`src/rtl/lcdc_pkg.sv`:
```
package lcdc_pkg;

  typedef struct packed {
    logic       wr_data;
    logic       col_lo;
    logic       col_hi;
    logic       page;
    logic       line;
    logic       all_pts;
    logic       disp;
    logic       pwr;
    logic       id_rd;
    logic [7:0] arg;
  } lcdc_dec_t;

endpackage

```
`src/rtl/lcdc_cmd_decode.sv`:
```
module lcdc_cmd_decode
  import lcdc_pkg::*;
#(
  parameter int PAGES = 9
) (
  input  logic       in_valid,
  input  logic       in_dc,
  input  logic [7:0] in_byte,
  output lcdc_dec_t  dec
);

  localparam logic [3:0] PAGE_LIMIT = 4'(PAGES);

  always_comb begin
    dec     = '0;
    dec.arg = in_byte;
    if (in_valid) begin
      if (in_dc) begin
        dec.wr_data = 1'b1;
      end else begin
        dec.col_lo  = (in_byte[7:4] == 4'h0);
        dec.col_hi  = (in_byte[7:3] == 5'b00010);
        dec.pwr     = (in_byte[7:3] == 5'b00101);
        dec.line    = (in_byte[7:6] == 2'b01);
        dec.all_pts = (in_byte[7:1] == 7'b1010010);
        dec.disp    = (in_byte[7:1] == 7'b1010111);
        dec.page    = (in_byte[7:4] == 4'hB) && (in_byte[3:0] < PAGE_LIMIT);
        dec.id_rd   = (in_byte == 8'hDB);
      end
    end
  end

endmodule

```
`src/rtl/lcdc_addr_ctrl.sv`:
```
module lcdc_addr_ctrl
  import lcdc_pkg::*;
#(
  parameter int COLS           = 96,
  parameter int PAGES          = 9,
  parameter int LAST_PAGE_ROWS = 4,
  parameter int ADDR_W         = $clog2(PAGES * COLS)
) (
  input  logic              clk,
  input  logic              rst,
  input  lcdc_dec_t         dec,
  output logic              mem_we,
  output logic [ADDR_W-1:0] mem_addr,
  output logic [7:0]        mem_wdata
);

  localparam int COL_W = 7;
  localparam int PAGE_W = $clog2(PAGES);
  localparam logic [COL_W-1:0] LAST_COL = COL_W'(COLS - 1);
  localparam logic [PAGE_W-1:0] LAST_PAGE = PAGE_W'(PAGES - 1);

  logic [COL_W-1:0]  col_q;
  logic [PAGE_W-1:0] page_q;
  logic [7:0]        last_mask;
  logic              wr_ok;

  generate
    if (LAST_PAGE_ROWS < 8) begin : g_short_page
      assign last_mask = 8'((1 << LAST_PAGE_ROWS) - 1);
    end else begin : g_full_page
      assign last_mask = 8'hFF;
    end
  endgenerate

  assign wr_ok = dec.wr_data && (col_q <= LAST_COL);

  always_ff @(posedge clk) begin
    if (rst) begin
      col_q  <= '0;
      page_q <= '0;
    end else begin
      if (dec.col_lo) col_q[3:0] <= dec.arg[3:0];
      if (dec.col_hi) col_q[COL_W-1:4] <= dec.arg[COL_W-5:0];
      if (dec.page) page_q <= dec.arg[PAGE_W-1:0];
      if (wr_ok && (col_q < LAST_COL)) col_q <= col_q + COL_W'(1);
    end
  end

  always_ff @(posedge clk) begin
    if (rst) begin
      mem_we    <= 1'b0;
      mem_addr  <= '0;
      mem_wdata <= '0;
    end else begin
      mem_we <= wr_ok;
      if (wr_ok) begin
        mem_addr  <= ADDR_W'(page_q) * ADDR_W'(COLS) + ADDR_W'(col_q);
        mem_wdata <= (page_q == LAST_PAGE) ? (dec.arg & last_mask) : dec.arg;
      end
    end
  end

  assert_col_advance_R3: assert property (@(posedge clk) disable iff (rst)
    (dec.wr_data && col_q < LAST_COL) |=> col_q == $past(col_q) + COL_W'(1));

  assert_col_hold_at_end_R3: assert property (@(posedge clk) disable iff (rst)
    (dec.wr_data && col_q == LAST_COL && !dec.col_lo && !dec.col_hi) |=> col_q == LAST_COL);

  assert_write_in_range_R5: assert property (@(posedge clk) disable iff (rst)
    mem_we |-> $past(col_q) <= LAST_COL);

  assert_page_by_cmd_R6: assert property (@(posedge clk) disable iff (rst)
    !$stable(page_q) |-> $past(dec.page));

  assert_no_cmd_write_R13: assert property (@(posedge clk) disable iff (rst)
    !dec.wr_data |=> !mem_we);

  assert_short_page_R7: assert property (@(posedge clk) disable iff (rst)
    (mem_we && $past(page_q) == LAST_PAGE) |-> (mem_wdata & ~last_mask) == 8'h00);

endmodule

```
`src/rtl/lcdc_mode_regs.sv`:
```
module lcdc_mode_regs
  import lcdc_pkg::*;
#(
  parameter int LINE_W = 6,
  parameter int PWR_W  = 3
) (
  input  logic              clk,
  input  logic              rst,
  input  lcdc_dec_t         dec,
  output logic              disp_on,
  output logic              all_on,
  output logic              power_save,
  output logic [LINE_W-1:0] start_line,
  output logic [PWR_W-1:0]  pwr_ctrl,
  output logic              id_req
);

  logic disp_nxt;
  logic all_nxt;

  always_comb begin
    disp_nxt = dec.disp    ? dec.arg[0] : disp_on;
    all_nxt  = dec.all_pts ? dec.arg[0] : all_on;
  end

  always_ff @(posedge clk) begin
    if (rst) begin
      disp_on    <= 1'b0;
      all_on     <= 1'b0;
      power_save <= 1'b0;
      start_line <= '0;
      pwr_ctrl   <= '0;
      id_req     <= 1'b0;
    end else begin
      disp_on    <= disp_nxt;
      all_on     <= all_nxt;
      power_save <= !disp_nxt && all_nxt;
      id_req     <= dec.id_rd;
      if (dec.line) start_line <= dec.arg[LINE_W-1:0];
      if (dec.pwr) pwr_ctrl <= dec.arg[PWR_W-1:0];
    end
  end

  assert_saver_entry_R10: assert property (@(posedge clk) disable iff (rst)
    $rose(power_save) |-> $past(dec.disp || dec.all_pts));

  assert_line_by_cmd_R8: assert property (@(posedge clk) disable iff (rst)
    !$stable(start_line) |-> $past(dec.line));

  assert_id_pulse_R12: assert property (@(posedge clk) disable iff (rst)
    id_req |-> $past(dec.id_rd));

  assert_pwr_by_cmd_R11: assert property (@(posedge clk) disable iff (rst)
    !$stable(pwr_ctrl) |-> $past(dec.pwr));

endmodule

```
`src/rtl/lcdc_ram_ctrl.sv`:
```
module lcdc_ram_ctrl
  import lcdc_pkg::*;
#(
  parameter int COLS           = 96,
  parameter int PAGES          = 9,
  parameter int LAST_PAGE_ROWS = 4,
  parameter int LINE_W         = 6,
  parameter int PWR_W          = 3,
  parameter int ADDR_W         = $clog2(PAGES * COLS)
) (
  input  logic              clk,
  input  logic              rst,
  input  logic              in_valid,
  input  logic              in_dc,
  input  logic [7:0]        in_byte,
  output logic              mem_we,
  output logic [ADDR_W-1:0] mem_addr,
  output logic [7:0]        mem_wdata,
  output logic              disp_on,
  output logic              all_on,
  output logic              power_save,
  output logic [LINE_W-1:0] start_line,
  output logic [PWR_W-1:0]  pwr_ctrl,
  output logic              id_req
);

  lcdc_dec_t dec;

  lcdc_cmd_decode #(
    .PAGES(PAGES)
  ) i_decode (
    .in_valid(in_valid),
    .in_dc   (in_dc),
    .in_byte (in_byte),
    .dec     (dec)
  );

  lcdc_addr_ctrl #(
    .COLS          (COLS),
    .PAGES         (PAGES),
    .LAST_PAGE_ROWS(LAST_PAGE_ROWS),
    .ADDR_W        (ADDR_W)
  ) i_addr (
    .clk      (clk),
    .rst      (rst),
    .dec      (dec),
    .mem_we   (mem_we),
    .mem_addr (mem_addr),
    .mem_wdata(mem_wdata)
  );

  lcdc_mode_regs #(
    .LINE_W(LINE_W),
    .PWR_W (PWR_W)
  ) i_modes (
    .clk       (clk),
    .rst       (rst),
    .dec       (dec),
    .disp_on   (disp_on),
    .all_on    (all_on),
    .power_save(power_save),
    .start_line(start_line),
    .pwr_ctrl  (pwr_ctrl),
    .id_req    (id_req)
  );

endmodule

```
`config.mk`:
```
export PLATFORM = sky130hd
export DESIGN_NAME = lcdc_ram_ctrl
export DESIGN_NICKNAME = d
export VERILOG_FILES = /design/src/rtl/lcdc_pkg.sv /design/src/rtl/lcdc_cmd_decode.sv /design/src/rtl/lcdc_addr_ctrl.sv /design/src/rtl/lcdc_mode_regs.sv /design/src/rtl/lcdc_ram_ctrl.sv
export SDC_FILE = /design/constraint.sdc
export NUM_CORES = 1
export LEC_CHECK = 0
export ABC_AREA = 1
export CAP_MARGIN = 20
export CORE_UTILIZATION = 65
export DETAILED_ROUTE_END_ITERATION = 8
export DONT_BUFFER_PORTS = 1
export PLACE_DENSITY_LB_ADDON = 0.05
export SETUP_SLACK_MARGIN = 0.15
export SKIP_LAST_GASP = 1
export SLEW_MARGIN = 30
export SYNTH_ARGS = -nofsm -noshare
export SYNTH_HDL_FRONTEND = slang
export SYNTH_HIERARCHICAL = 1
export SYNTH_SLANG_ARGS = --single-unit
```
`constraint.sdc`:
```
create_clock -name clk -period 3.6 [get_ports clk]
set_input_delay 0.54 -clock clk [delete_from_list [all_inputs] [get_ports clk]]
set_output_delay 0.54 -clock clk [all_outputs]
set_load 0.02 [all_outputs]
```
==> flow_summary.toml <==
[power_and_ir_drop]
powerDensity_nw_per_um2 = 418
total_leakage_power_uw = 0.00119
max-vdd-ir-drop_mv = 0.261
p_total_uw = 969

[grt]
grt_pass1_wl_um = 7340
grt_pass1_vias = 1771
antenna_found_initial = 0
track_usage = 0.272
grt_start_max_net_pins = 30
grt-ovfl-total = 0

[min_path]
hp-start = "rst"
hold_depth = 1
hold_end = "i_addr/col_q[3]"
hp-class = "input port to register"

[clock_tree]
clk_latency_ns = 0.36
cts_hold_buf = 0
cts.sinks = 43
cts_max_level = 2
cts_root_buffer = "clkbuf_4"
post_cts_resized = 0
cts_tree = "yes"
cts_setup_buffers = 0
clkTransAtPathRegs_ns = 0.14
cts_buffers = 5
clk_path_buf_depth = 2

[setup_path]
worst_ep_required_time_ns = 3.88
crit_type = "register to register"
crit_path_end_kind = "register"
critical_path_arrival_ns = 2.08
reg2reg_to = "i_addr/mem_addr[9]"
cp_max_fo = 4
rrSetupSlack_ns = 1.80
reg2reg_depth = 11
startpoint_type = "register"
r2r_start = "i_addr/page_q[1]"

[synthesis]
synth_top_family_by_area = "simple AND/OR/NAND/NOR gates"
yosysUniqueCellTypes = 26
yosys.area_share.simple = 0.310
synth-xor-area-share = 0.00773
postSynthAreaPerCell_um2 = 6.76
synth_compound_area_frac = 0.0994
ys_seq_area_frac = 0.380
muxShareOfSynthArea = 0
yosys_most_used_dff = "dfxtp_1"
synth-seq-cells = 43
synth.cell_area_um2 = 2260
yosys.area_share.adder = 0.0619
synth-edff-count = 0
yosysWarnings = 6
synth_async_sr_flop_share = 0
synthCells = 335
synth.net_count = 357

[sta]
skew_ns = 0.0131
hold_viol_final = 0
min_period_ns = 1.80
setup_viol = 0
report.final.slew_viol_count = 0
timing.fmax_mhz = 557
slew_headroom = 0.491
setup-tns-final_ns = 0
max_slew.worst_pin.slew_ns = 0.763
rsz0062_at_grt = "no"
fin_crit_sh = 0.499

[placed_design]
gp_congestion = 0.910
io_buffers = 0
dp_hpwl_um = 3270

[final_layout]
num-nets-final = 349
fin_util = 0.695
multi_input_area_um2 = 1090
area_growth_pct = 2.38
final_common_cell = "nand2_1"
drive_gt1_frac = 0.0488
most-common-layout-cells = "63 x nand2_1, 61 x nor2_1, 52 x inv_1"
antenna_cells = 0
seqCellArea_um2 = 861
num-fill-cells = 299

[floorplanning]
core_um2 = 3340
start_util = 0.679
die_w_um = 61.0
io_pins = 44
row_count = 21
dieHeight_um = 61.0
die_area_um2 = 3720

[route]
finalWirelength_um = 4560
firstDrtPassIters = 4
drcViolationCount = 0
drt-met1-wl_um = 2010
wl_met2_um = 2220
dr_wl_met3_um = 270
drtIter0Drc = 66
top_layer_used = "met4"
vias = 1983
wl_per_cell_um = 12.2
via_per_inst = 5.30
ant_nets = 0

[run]
cap_violations = 0

[run_status]
status = "complete, no violations"
-- through the flow --
stage                     hold slack [ns]  worst slack, ns  cell area [um^2]  cells
after floorplan                     0.475             1.94              2260    335
after global placement              0.500             1.84              2210    366
after detailed placement            0.501             1.80              2210    366
after CTS                           0.225             1.80              2320    374
after global routing                0.216             1.67              2320    374
final                               0.239             1.80              2320    374
-- logic make-up (layout without fill, tap and decap cells) --
kind of cell    Yosys count  in the layout
simple gates            166            166
buf+inv                  70             63
compound gates           44             44
flops                    43             43
fa+ha+maj                10             10
xor+xnor                  2              2
-- synth_stat cells, drive strengths merged, types with 2 or more instances --
cell type  number  area, um^2
nand4           2        12.5
nand2          66         265
clkbuf          3        11.3
a21oi           7        35.0
nand3          33         165
ha              8         100
dfxtp          43         861
nor2           63         246
o21ai          35         175
fa              2        40.0
inv            55         209
buf            12        97.6
-- sequential cells by signal, indices dropped and copies added, names as in the netlist --
signal	flops
i_addr/mem_we	1
i_modes/pwr_ctrl	3
i_modes/all_on	1
i_modes/power_save	1
i_addr/col_q	7
i_modes/start_line	6
i_modes/disp_on	1
i_addr/mem_wdata	8
i_addr/mem_addr	10
i_addr/page_q	4
i_modes/id_req	1
-- critical path, cell delays in order (launching register included) --
cell and delay [ns]:
dfxtp_1 0.43, inv_1 0.08, ha_1 0.32, fa_1 0.41
nand2_1 0.08, inv_1 0.05, nand3_1 0.08, inv_1 0.05
nand2_1 0.06, nand3_1 0.06, nand2_1 0.06, inv_1 0.04
-- worst max-delay path by stage --
stage / start / to / slack, ns / cells after the start
final: i_addr/page_q[1] / i_addr/mem_addr[9] / 1.80 / 11
after global routing: i_addr/page_q[1] / i_addr/mem_addr[9] / 1.67 / 11
after CTS: i_addr/page_q[1] / i_addr/mem_addr[9] / 1.80 / 11
after detailed placement: in_valid / i_addr/mem_wdata[7] / 1.80 / 7
after global placement: i_addr/page_q[1] / i_addr/mem_addr[9] / 1.84 / 11
after floorplan: i_addr/page_q[1] / i_addr/mem_addr[9] / 1.94 / 11
-- cell type report --
| class | instances | area share |
|---|---|---|
| clock buffer | 5 | 0.0162 |
| multi-input combinational | 222 | 0.468 |
| tap | 46 | 0.0248 |
| clock inverter | 3 | 0.0291 |
| sequential | 43 | 0.371 |
| inverter | 55 | 0.0901 |
-- metal layers --
metal | track usage | vias up
met3 | 0.0945 | 6
met2 | 0.478 | 54
met1 | 0.307 | 906
li1 | - | 1017
met5 | 0 | -
met4 | 0.0942 | 0
-- power breakdown --
part | leakage, uW | total [uW] | switching, uW | internal [uW]
Combinational | 0.000788 | 65.9 | 43.4 | 22.5
Clock | 0.0000514 | 376 | 160 | 216
Sequential | 0.000351 | 527 | 32.5 | 494
(Power assumes the default switching activity.)
